[src/rtl/wb_queue_pkg.sv]
package wb_queue_pkg;

    typedef enum logic [1:0] {
        ST_IDLE = 2'd0,
        ST_WAIT = 2'd1,
        ST_ACK  = 2'd2,
        ST_REL  = 2'd3
    } wbq_state_e;

    localparam logic [1:0] OP_ACK      = 2'd0;
    localparam logic [1:0] OP_ACK_DATA = 2'd1;
    localparam logic [1:0] OP_REL      = 2'd2;
    localparam logic [1:0] OP_REL_DATA = 2'd3;

endpackage

[src/rtl/wb_queue_slot.sv]
module wb_queue_slot
    import wb_queue_pkg::*;
#(
    parameter int AW = 16,
    parameter int DW = 64,
    localparam int MW = DW / 8
) (
    input  logic          clk,
    input  logic          rst_n,
    input  logic          alloc,
    input  logic          merge,
    input  logic          req_is_probe,
    input  logic          req_need_refill,
    input  logic          req_has_data,
    input  logic          req_corrupt,
    input  logic [AW-1:0] req_addr,
    input  logic          wake_valid,
    input  logic [AW-1:0] wake_addr,
    input  logic          data_wr,
    input  logic [DW-1:0] data_in,
    input  logic [MW-1:0] mask_in,
    input  logic          offered,
    input  logic          accept,
    output logic          busy,
    output logic          mergeable,
    output logic          want,
    output logic [AW-1:0] line_addr,
    output logic [1:0]    msg_opcode,
    output logic [DW-1:0] msg_data,
    output logic [MW-1:0] msg_mask,
    output logic          msg_corrupt
);

    wbq_state_e    state_q, state_d;
    logic          rem_ack_q, rem_ack_d;
    logic          rem_rel_q, rem_rel_d;
    logic          ack_data_q, rel_data_q, corrupt_q, pend_q;
    logic [AW-1:0] addr_q;
    logic [DW-1:0] data_q;
    logic [MW-1:0] mask_q;
    logic          wake_hit;

    assign wake_hit = wake_valid && (wake_addr == addr_q);

    // next state and remaining-to-send flags
    always_comb begin
        state_d   = state_q;
        rem_ack_d = rem_ack_q;
        rem_rel_d = rem_rel_q;
        unique case (state_q)
            ST_IDLE: begin
                if (alloc) begin
                    if (req_is_probe) begin
                        state_d   = ST_ACK;
                        rem_ack_d = 1'b1;
                        rem_rel_d = 1'b0;
                    end else begin
                        state_d   = req_need_refill ? ST_WAIT : ST_REL;
                        rem_ack_d = 1'b0;
                        rem_rel_d = 1'b1;
                    end
                end
            end
            ST_WAIT: begin
                if (merge) begin
                    state_d   = ST_ACK;
                    rem_ack_d = 1'b1;
                end else if (wake_hit) begin
                    state_d = ST_REL;
                end
            end
            ST_ACK: begin
                if (accept) begin
                    rem_ack_d = 1'b0;
                    state_d   = rem_rel_q ? ST_REL : ST_IDLE;
                end
            end
            ST_REL: begin
                if (merge) begin
                    state_d   = ST_ACK;
                    rem_ack_d = 1'b1;
                end else if (accept) begin
                    rem_rel_d = 1'b0;
                    state_d   = ST_IDLE;
                end
            end
            default: state_d = ST_IDLE;
        endcase
    end

    // state register
    always_ff @(posedge clk) begin
        if (!rst_n) begin
            state_q   <= ST_IDLE;
            rem_ack_q <= 1'b0;
            rem_rel_q <= 1'b0;
        end else begin
            state_q   <= state_d;
            rem_ack_q <= rem_ack_d;
            rem_rel_q <= rem_rel_d;
        end
    end

    // metadata in the handshake cycle, line data one cycle later
    always_ff @(posedge clk) begin
        if (!rst_n) begin
            addr_q     <= '0;
            ack_data_q <= 1'b0;
            rel_data_q <= 1'b0;
            corrupt_q  <= 1'b0;
            pend_q     <= 1'b0;
            data_q     <= '0;
            mask_q     <= '0;
        end else begin
            pend_q <= alloc || merge;
            if (alloc) begin
                addr_q     <= req_addr;
                corrupt_q  <= req_corrupt;
                ack_data_q <= req_is_probe && req_has_data;
                rel_data_q <= !req_is_probe && req_has_data;
            end else if (merge) begin
                corrupt_q  <= corrupt_q || req_corrupt;
                ack_data_q <= req_has_data || rel_data_q;
                rel_data_q <= 1'b0;
            end
            if (data_wr) begin
                data_q <= data_in;
                mask_q <= mask_in;
            end
        end
    end

    // outputs
    always_comb begin
        busy        = (state_q != ST_IDLE);
        mergeable   = (state_q == ST_WAIT) || ((state_q == ST_REL) && !offered);
        want        = ((state_q == ST_ACK) || (state_q == ST_REL)) && !pend_q;
        line_addr   = addr_q;
        msg_data    = data_q;
        msg_mask    = mask_q;
        msg_opcode  = OP_ACK;
        msg_corrupt = 1'b0;
        unique case (state_q)
            ST_ACK: begin
                msg_opcode  = ack_data_q ? OP_ACK_DATA : OP_ACK;
                msg_corrupt = ack_data_q && corrupt_q;
            end
            ST_REL: begin
                msg_opcode  = rel_data_q ? OP_REL_DATA : OP_REL;
                msg_corrupt = rel_data_q && corrupt_q;
            end
            default: begin
                msg_opcode  = OP_ACK;
                msg_corrupt = 1'b0;
            end
        endcase
    end


    alloc_idle_chk: assert property (@(posedge clk) disable iff (!rst_n)
        alloc |-> (state_q == ST_IDLE));


    wait_hold_chk: assert property (@(posedge clk) disable iff (!rst_n)
        (state_q == ST_WAIT && !wake_hit && !merge) |=> (state_q == ST_WAIT));


    rel_flags_chk: assert property (@(posedge clk) disable iff (!rst_n)
        (state_q == ST_REL) |-> (rem_rel_q && !rem_ack_q));


    data_gap_chk: assert property (@(posedge clk) disable iff (!rst_n)
        (alloc || merge) |=> !want);

endmodule

[src/rtl/wb_queue_rr.sv]
module wb_queue_rr #(
    parameter int N = 4,
    localparam int IW = (N > 1) ? $clog2(N) : 1
) (
    input  logic         clk,
    input  logic         rst_n,
    input  logic [N-1:0] req,
    input  logic         ready,
    output logic [N-1:0] gnt,
    output logic         valid
);

    logic [IW-1:0] ptr_q;
    logic          lock_q;
    logic [N-1:0]  lock_gnt_q;
    logic [N-1:0]  pick;
    logic [IW-1:0] gnt_idx;

    always_comb begin
        pick = '0;
        for (int k = 0; k < N; k++) begin
            int j;
            j = int'(ptr_q) + k;
            if (j >= N) j = j - N;
            if (pick == '0 && req[j]) pick[j] = 1'b1;
        end
    end

    assign gnt   = lock_q ? lock_gnt_q : pick;
    assign valid = |gnt;

    always_comb begin
        gnt_idx = '0;
        for (int i = 0; i < N; i++) begin
            if (gnt[i]) gnt_idx = IW'(i);
        end
    end

    always_ff @(posedge clk) begin
        if (!rst_n) begin
            ptr_q      <= '0;
            lock_q     <= 1'b0;
            lock_gnt_q <= '0;
        end else if (valid && ready) begin
            ptr_q  <= (int'(gnt_idx) == N - 1) ? '0 : gnt_idx + 1'b1;
            lock_q <= 1'b0;
        end else if (valid) begin
            lock_q     <= 1'b1;
            lock_gnt_q <= gnt;
        end
    end


    gnt_onehot_chk: assert property (@(posedge clk) disable iff (!rst_n)
        $onehot0(gnt));


    gnt_req_chk: assert property (@(posedge clk) disable iff (!rst_n)
        (gnt & ~req) == '0);

endmodule

[src/rtl/wb_queue.sv]
module wb_queue
    import wb_queue_pkg::*;
#(
    parameter int NE = 4,
    parameter int NM = 4,
    parameter int AW = 16,
    parameter int DW = 64
) (
    input  logic             clk,
    input  logic             rst_n,
    input  logic             req_valid,
    output logic             req_ready,
    input  logic             req_is_probe,
    input  logic             req_need_refill,
    input  logic             req_has_data,
    input  logic             req_corrupt,
    input  logic [AW-1:0]    req_addr,
    input  logic [DW-1:0]    req_data,
    input  logic [DW/8-1:0]  req_mask,
    input  logic [NM-1:0]    miss_valid,
    input  logic [NM*AW-1:0] miss_addr,
    input  logic             wake_valid,
    input  logic [AW-1:0]    wake_addr,
    output logic             out_valid,
    input  logic             out_ready,
    output logic [1:0]       out_opcode,
    output logic [AW-1:0]    out_addr,
    output logic [DW-1:0]    out_data,
    output logic [DW/8-1:0]  out_mask,
    output logic             out_corrupt
);

    localparam int MW = DW / 8;

    logic [NM-1:0] miss_hit;
    logic          miss_block;
    logic [NE-1:0] busy, mergeable, want, ent_hit, merge_ok, free_oh;
    logic [NE-1:0] alloc_v, merge_v, gnt;
    logic          any_hit, fire, gnt_valid;
    logic [AW-1:0] e_addr [NE];
    logic [1:0]    e_op   [NE];
    logic [DW-1:0] e_data [NE];
    logic [MW-1:0] e_mask [NE];
    logic [NE-1:0] e_corr;

    logic          dly_v_q;
    logic [NE-1:0] dly_sel_q;
    logic [DW-1:0] dly_data_q;
    logic [MW-1:0] dly_mask_q;

    generate
        for (genvar m = 0; m < NM; m++) begin : g_miss
            assign miss_hit[m] = miss_valid[m] && (miss_addr[m*AW +: AW] == req_addr);
        end
    endgenerate
    assign miss_block = |miss_hit;

    always_comb begin
        free_oh = '0;
        for (int i = 0; i < NE; i++) begin
            if (free_oh == '0 && !busy[i]) free_oh[i] = 1'b1;
        end
    end

    assign ent_hit   = busy & {NE{1'b1}} & hit_vec(req_addr);
    assign merge_ok  = ent_hit & mergeable;
    assign any_hit   = |ent_hit;
    assign req_ready = !miss_block &&
                       (any_hit ? (req_is_probe && |merge_ok) : |free_oh);
    assign fire      = req_valid && req_ready;
    assign alloc_v   = (fire && !any_hit) ? free_oh : '0;
    assign merge_v   = fire ? merge_ok : '0;

    function automatic logic [NE-1:0] hit_vec(input logic [AW-1:0] a);
        logic [NE-1:0] h;
        for (int i = 0; i < NE; i++) h[i] = (e_addr[i] == a);
        return h;
    endfunction

    always_ff @(posedge clk) begin
        if (!rst_n) begin
            dly_v_q    <= 1'b0;
            dly_sel_q  <= '0;
            dly_data_q <= '0;
            dly_mask_q <= '0;
        end else begin
            dly_v_q <= fire && req_has_data;
            if (fire) begin
                dly_sel_q  <= any_hit ? merge_ok : free_oh;
                dly_data_q <= req_data;
                dly_mask_q <= req_mask;
            end
        end
    end

    generate
        for (genvar e = 0; e < NE; e++) begin : g_ent
            wb_queue_slot #(.AW(AW), .DW(DW)) u_slot (
                .clk            (clk),
                .rst_n          (rst_n),
                .alloc          (alloc_v[e]),
                .merge          (merge_v[e]),
                .req_is_probe   (req_is_probe),
                .req_need_refill(req_need_refill),
                .req_has_data   (req_has_data),
                .req_corrupt    (req_corrupt),
                .req_addr       (req_addr),
                .wake_valid     (wake_valid),
                .wake_addr      (wake_addr),
                .data_wr        (dly_v_q && dly_sel_q[e]),
                .data_in        (dly_data_q),
                .mask_in        (dly_mask_q),
                .offered        (gnt[e]),
                .accept         (gnt[e] && out_ready),
                .busy           (busy[e]),
                .mergeable      (mergeable[e]),
                .want           (want[e]),
                .line_addr      (e_addr[e]),
                .msg_opcode     (e_op[e]),
                .msg_data       (e_data[e]),
                .msg_mask       (e_mask[e]),
                .msg_corrupt    (e_corr[e])
            );
        end
    endgenerate

    wb_queue_rr #(.N(NE)) u_arb (
        .clk  (clk),
        .rst_n(rst_n),
        .req  (want),
        .ready(out_ready),
        .gnt  (gnt),
        .valid(gnt_valid)
    );

    always_comb begin
        out_valid   = gnt_valid;
        out_opcode  = '0;
        out_addr    = '0;
        out_data    = '0;
        out_mask    = '0;
        out_corrupt = 1'b0;
        for (int i = 0; i < NE; i++) begin
            out_opcode  = out_opcode  | ({2{gnt[i]}}  & e_op[i]);
            out_addr    = out_addr    | ({AW{gnt[i]}} & e_addr[i]);
            out_data    = out_data    | ({DW{gnt[i]}} & e_data[i]);
            out_mask    = out_mask    | ({MW{gnt[i]}} & e_mask[i]);
            out_corrupt = out_corrupt | (gnt[i] & e_corr[i]);
        end
    end


    miss_conflict_chk: assert property (@(posedge clk) disable iff (!rst_n)
        (req_valid && req_ready) |-> ((miss_valid & miss_hit) == '0));


    out_hold_chk: assert property (@(posedge clk) disable iff (!rst_n)
        (out_valid && !out_ready) |=> (out_valid && $stable(out_addr)
            && $stable(out_opcode) && $stable(out_data) && $stable(out_corrupt)));


    single_alloc_chk: assert property (@(posedge clk) disable iff (!rst_n)
        $onehot0(alloc_v | merge_v));

endmodule

[config.mk]
export PLATFORM = sky130hd
export DESIGN_NAME = wb_queue
export DESIGN_NICKNAME = d
export VERILOG_FILES = /design/src/rtl/wb_queue_pkg.sv /design/src/rtl/wb_queue_slot.sv /design/src/rtl/wb_queue_rr.sv /design/src/rtl/wb_queue.sv
export SDC_FILE = /design/constraint.sdc
export NUM_CORES = 1
export LEC_CHECK = 0
export ABC_CLOCK_PERIOD_IN_PS = 3800
export BUFFER_PORTS_ARGS = -buffer_cell sky130_fd_sc_hd__buf_2
export CORE_AREA = 2 2 250 252
export CTS_CLUSTER_SIZE = 28
export DETAILED_ROUTE_END_ITERATION = 7
export DIE_AREA = 0 0 252 254
export MAX_ROUTING_LAYER = met4
export SYNTH_ARGS = -nofsm -noshare
export SYNTH_HDL_FRONTEND = slang
export SYNTH_SLANG_ARGS = --single-unit
[constraint.sdc]
create_clock -name clk -period 3.8 [get_ports clk]
set_clock_uncertainty 0.05 [all_clocks]
set_input_delay 0.38 -clock clk [delete_from_list [all_inputs] [get_ports clk]]
set_output_delay 0.38 -clock clk [all_outputs]
set_load 0.005 [all_outputs]
==> metrics, run 1 <==
Num Clock Sinks 464; Seq pwr share 34.1%; main combinational cell family by area after synthesis simple AND/OR/NAND/NOR gates; share of layout cells above drive strength 1 17.71%; Comb pwr share 33.3%; R2R cell count 14; Worst-Margin Slew 1.148 ns; max-cap check violation count 0; first-pass GRT wire length 111.6 mm; Yosys warnings 0; Initial DRT Pass Iterations 8; mux cell area share after synthesis 7.067%; Synth Net Count 2,887; commonest cells in the netlist nand2_1 (936), dfxtp_1 (464), a21oi_1 (306); Die ar. 64,010 µm²; Layout Utilization 44.17%; Num CTS Buffers 51; internal power 0.01021 W; RSZ-0062 raised after global routing yes; grt peak-use layer met2; Starting Density 34.83%; synthesized area 21,330 µm²; main flop type after synthesis dfxtp_1; sequential area share after synthesis 43.54%; final WL 74.93 mm; core area 61,260 µm²; Antenna Cells 0; die width 252 µm; fmax 0.2433 GHz; Synth Register Bits 464; failing checks negative setup slack; Clock transition at path regs 0.06 ns; synth top area cells dfxtp_1 (44%), nand2_1 (16%), a21oi_1 (7.2%); largest net degree at the start of global routing 142; final std cells w/o fill 3,839; Post-synth EDFFs 0; Worst Path Required 3.37 ns; async set-reset flop share out of synthesis 0%; sw power 0.005172 W; Post-Synth Simple-Gate Area 22.42%; Buffers on Ports 273; cell with the most instances after synthesis nand2_1; via-per-instance ratio 5.318; Pwr Total 0.01538 W; Post-Synth XOR/XNOR Area 7.883%; Layout area overhead 26.83%; syn_area_per_cell 7.904 µm²; Min-Delay Path Depth 3; met3 GRT Util 3.237%; Nets 3,200; VDD IR max 0.4567 mV; Worst Slack Setup Final -0.3098 ns; Worst EP arrival 3.68 ns; largest area contributor in the netlist dfxtp_1; DRC Markers 0; CTS tree done; Critical Path Fanout Max 7; final slew viol count 0; Final min period 4.110 ns; clock root buffer clkbuf_16; Routed WL per cell 19.52 µm; clock buffer depth 3; Overall Global Routing Usage 22.73%; Mapped Cells 2,699; P per Cell Area 568.4 nW/µm²; Yosys cell types 65; Final HPWL DP 43.78 mm; Worst setup EP type output pin; Leak 10.70 nW; post-route ant nets 0; routed vias 20,420; final hold violations 0; Synth top area share 43.54%; final setup vio count 93; Clk pwr share 32.6%; Synth Area in Compound Gates 14.40%; Switching Fraction 33.63%; Crit Path Class reg -> out; Rel. slew slack 23.30%; Cells after DPL 3,628; DR iter-0 viols 2,263; Die Y 254 µm; CP Launch Type flop; Clock Latency Late Sink 0.62 ns; initial antenna violation count 0; H-tree levels 2; run status finished, violations left; io pins 274; Final GP Congestion 0.9866; row cnt 91; total grt overflow 0; GRT met2 Usage 35.74%; worst min-delay path category in -> reg; Post-Synth Adder-Cell Area 0.4106%; grt met1 use 30.05%; Tcrit/Tclk final 108.2%; vias in the first global route 19,080
## cells by family after synthesis
| kind of cell | after synthesis |
|---|---|
| AO/OA/AOI/OAI | 486 |
| adder cells (fa/ha/maj) | 7 |
| buffers and inverters | 227 |
| multiplexers | 144 |
| flip-flops | 464 |
| AND/OR/NAND/NOR | 1179 |
| XOR/XNOR | 192 |
## sequential cells by signal (all words and copies together), names as in the netlist
register	flops
dly_data_q	64
dly_mask_q	8
dly_sel_q	4
dly_v_q	1
g_ent.u_slot.ack_data_q	4
g_ent.u_slot.corrupt_q	4
g_ent.u_slot.line_addr	64
g_ent.u_slot.msg_data	256
g_ent.u_slot.msg_mask	32
g_ent.u_slot.pend_q	4
g_ent.u_slot.rel_data_q	4
g_ent.u_slot.rem_rel_q	4
g_ent.u_slot.state_q	8
u_arb.lock_gnt_q	4
u_arb.lock_q	1
u_arb.ptr_q	2
## critical path: stages (launching register included)
cell and delay, ns:
dfxtp_2 0.34, clkinv_4 0.09, mux4_2 0.58, o21ai_1 0.25
and4b_2 0.31, buf_6 0.14, nand3_4 0.09, a21boi_4 0.08
buf_12 0.13, buf_12 0.14, buf_4 0.13, a222oi_1 0.38
nand2_1 0.23, buf_2 0.19
## layout make-up
class                   instances  area, µm²
flip-flops and latches        464       9299
fillers                      6030      34200
repair buffers                470       3603
clock inverters                16      247.7
inverters                      17      78.83
multi-input cells            2008      11400
well taps                     790      988.4
clock buffers                  74       1443
## cell usage in the layout (no fill, tap or decap), types with 6 or more instances in the layout
cell,n
buf_12,25
nor4_1,36
nand3_1,21
nor2_1,93
buf_2,272
buf_4,85
dlygate4sd3_1,62
clkinv_2,7
clkbuf_8,8
o22ai_1,9
nand2b_1,6
nand4_1,30
nand2_1,932
mux2i_1,136
nor3_1,14
xnor2_1,90
buf_6,12
o21a_1,6
xor2_1,102
a222oi_1,88
a21oi_1,304
dfxtp_1,458
clkbuf_16,58
o21ai_0,20
inv_1,14
o211ai_1,10
clkbuf_1,15
## power groups by stage
stage	Clock, W	Sequential [W]	Combinational (W)
finish	0.00502	0.00524	0.00511
global route	0.00532	0.00526	0.00532
CTS	0.00512	0.00523	0.00425
detailed placement	0	0.00534	0.00343
global placement	0	0.00534	0.00344
floorplan	0	0.00527	0.00184
## stage by stage
stage | TNS [ns] | worst slack [ns] | hold WS [ns] | cell area, µm²
2_1_floorplan | 0 | 0.4065 | 0.3857 | 21330
3_3_place_gp | 0 | 0.1670 | 0.3911 | 23770
3_5_place_dp | 0 | 0.1102 | 0.3958 | 23770
4_1_cts | -14.76 | -0.2356 | 0.0005418 | 26560
5_1_grt | -23.75 | -0.3814 | 0.01981 | 27060
6_report | -12.91 | -0.3098 | 0.01014 | 27060
## repair_timing
action                                  in CTS  in global routing
hold buffers                                62                  0
buffers inserted                            22                 29
endpoints found under the setup margin      93                 93
resized for setup                           36                 39
gates cloned                                 6                  8
pin swaps                                   23                114
hold endpoints to repair                    62                  0
## worst paths after layout
path | slack, ns | from | endpoint
setup / recovery | -0.31 | u_arb.ptr_q[0] | out_data[10]
hold / removal | 0.01 | req_data[31] | dly_data_q[31]
setup reg to reg | 0.21 | u_arb.ptr_q[0] | g_ent[0].u_slot.state_q[1]
hold reg to reg | 0.40 | g_ent[3].u_slot.msg_data[35] | g_ent[3].u_slot.msg_data[35]
## routing by layer
layer  part of all wire, %  routed length, µm
met4                   3.0               2261
met5                     0                  0
met2                    46              34460
met1                    44              32800
met3                   7.2               5408
No activity file was read; power rests on OpenSTA's default activity.
==> run 2, diff against run 1 <==
Settings changed: CORE_AREA 2 2 250 252 to 2 2 221 223, DIE_AREA 0 0 252 254 to 0 0 223 225, SKIP_LAST_GASP set to 1.
==> metrics, run 2 (same netlist as run 1, synthesis figures left out) <==
number of flip-flops in the largest register 256; clock root buffer clkbuf_16; DR iter-0 viols 2,220; Cells after DPL 3,464; final std cells w/o fill 3,669; routed vias 21,000; fmax 0.2436 GHz; M1 wire length 32.57 mm; DP Worst Slack 0.1503 ns; uppermost routed layer met4; CTS tree done; worst min-delay path category in -> reg; share of layout cells above drive strength 1 18.17%; core area 47,550 µm²; Final min period 4.106 ns; final setup vio count 93; P per Cell Area 586.3 nW/µm²; Clock Latency Late Sink 0.61 ns; fillers 4,246; met3 WL post-DR 6.296 mm; Num CTS Buffers 51; via-per-instance ratio 5.723; Starting Density 44.87%; final WL 75.40 mm; vias in the first global route 19,920; Num Clock Sinks 464; run status finished, violations left; H-tree levels 2; CP peak stage delay 0.60 ns; CP Capture Point out_addr[4]; RR Endpoint dly_data_q[1]; Buffers on Ports 273; Crit Path Class reg -> out; post-route ant nets 0; worst path cell trace inv_8 > mux4_2 > o211ai_1 > nand3_1 > a41oi_4 > a21oi_4 > buf_12 > buf_12 > a222oi_1 > nand2_1 > buf_2; Clk pwr share 33.4%; DRC Markers 1; die width 223 µm; Antenna Cells 0; CP startpoint u_arb.ptr_q[0]; largest net degree at the start of global routing 174; Min-Delay Path Depth 3; Overall Global Routing Usage 29.00%; Seq pwr share 32.9%; Tcrit/Tclk final 108.0%; Worst-Margin Slew 1.096 ns; CP max stage cell mux4_2; Layout area overhead 27.29%; Routed WL per cell 20.55 µm; clock buffer depth 3; most common cell after layout, fill and taps aside nand2_1; Die Y 225 µm; Worst Path Required 3.37 ns; first-pass GRT wire length 112.2 mm; Final HPWL DP 45.21 mm; Worst EP arrival 3.68 ns; initial antenna violation count 1; Leak 10.80 nW; Reg2Reg Launch Point u_arb.ptr_q[0]; setup TNS -17.08 ns; CP Launch Type flop; Initial DRT Pass Iterations 8; Final GP Congestion 0.9633; r2r setup slk 0.24 ns; total grt overflow 0; Pwr Total 0.01592 W; CP dominant cell by count buf_12; Switching Fraction 33.12%; VDD IR max 0.3934 mV; Worst Slack Setup Final -0.3057 ns; final slew viol count 0; Comb pwr share 33.7%; Clock transition at path regs 0.06 ns; Worst setup EP type output pin; met2 wire len 34.40 mm; max-cap check violation count 0; io pins 274; final hold violations 0; Critical Path Fanout Max 10; RSZ-0062 raised after global routing yes; row cnt 80; internal power 0.01065 W; R2R cell count 13; Worst Hold Slack 0.01706 ns; failing checks design-rule violations, negative setup slack; Nets 3,200; sw power 0.005272 W; Rel. slew slack 26.90%; Die ar. 50,180 µm²; most frequent cells in the layout nand2_1 (931), dfxtp_1 (460), a21oi_1 (304), buf_2 (271), mux2i_1 (136)
[run 2: cell types whose count changed in the layout (fill, tap and decap cells not counted), moves of 3 or more]
cell,change
and2_4,-5
clkinv_2,+3
clkbuf_8,+4
buf_4,-9
dfxtp_2,-3
clkbuf_1,-5
dlygate4sd3_1,-7
buf_12,+10
buf_8,+3
nand2_4,-4
nand2_2,+5
bufinv_16,+3
and2_2,+4
clkbuf_16,+6
[run 2: final cells by class]
class / count / area (µm²) / share of cell area [%]
flip-flops and latches: 464 / 9299 / 34.24
multi-input cells: 2008 / 11360 / 41.85
well taps: 615 / 769.5 / 2.834
repair buffers: 470 / 3815 / 14.05
clock buffers: 74 / 1504 / 5.538
clock inverters: 21 / 325.3 / 1.198
inverters: 17 / 78.83 / 0.2903
[run 2: power groups by stage]
| stage | Clock [W] | Combinational (W) | Sequential (W) |
|---|---|---|---|
| 5_1_grt | 0.00559 | 0.00553 | 0.00526 |
| 4_1_cts | 0.00539 | 0.00430 | 0.00523 |
| 3_3_place_gp | 0 | 0.00340 | 0.00532 |
| 3_5_place_dp | 0 | 0.00342 | 0.00533 |
| 2_1_floorplan | 0 | 0.00184 | 0.00527 |
| 6_report | 0.00532 | 0.00536 | 0.00524 |
[run 2: critical path, delay by kind of cell, from the launching register on]
kind                   cells  cell delay, ns
AO/OA/AOI/OAI              4            1.29
buffers and inverters      4            0.53
flip-flops                 1            0.36
multiplexers               1            0.60
AND/OR/NAND/NOR            2            0.29
[run 2: stage by stage]
step	util (%)	cell area [µm²]
2_1_floorplan	-	21330
6_report	57.11	27150
3_3_place_gp	49.81	23680
5_1_grt	57.11	27150
4_1_cts	55.95	26600
3_5_place_dp	49.81	23680
[run 2: worst min-delay path by stage]
| stage | endpoint | startpoint |
|---|---|---|
| finish | dly_data_q[5] | req_data[5] |
| global route | dly_data_q[5] | req_data[5] |
| CTS | dly_data_q[3] | req_data[3] |
| detailed placement | g_ent[0].u_slot.msg_data[31] | g_ent[0].u_slot.msg_data[31] |
| global placement | g_ent[0].u_slot.msg_data[31] | g_ent[0].u_slot.msg_data[31] |
| floorplan | g_ent[0].u_slot.msg_data[0] | g_ent[0].u_slot.msg_data[0] |
[run 2: what timing repair did]
action | 4_1_cts | 5_1_grt
resized for setup | 44 | 31
buffers inserted | 22 | 15
pin swaps | 42 | 96
hold buffers | 55 | 0
endpoints found under the hold margin | 55 | 0
cloned | 5 | 17
setup endpoints to repair | 93 | 93
[run 2: metal layers]
layer / global-route usage [%] / vias to the layer above
li1: - / 9809
met1: 38.24 / 10050
met2: 45.57 / 987
met3: 3.885 / 156
met4: 10.74 / 0
met5: - / -
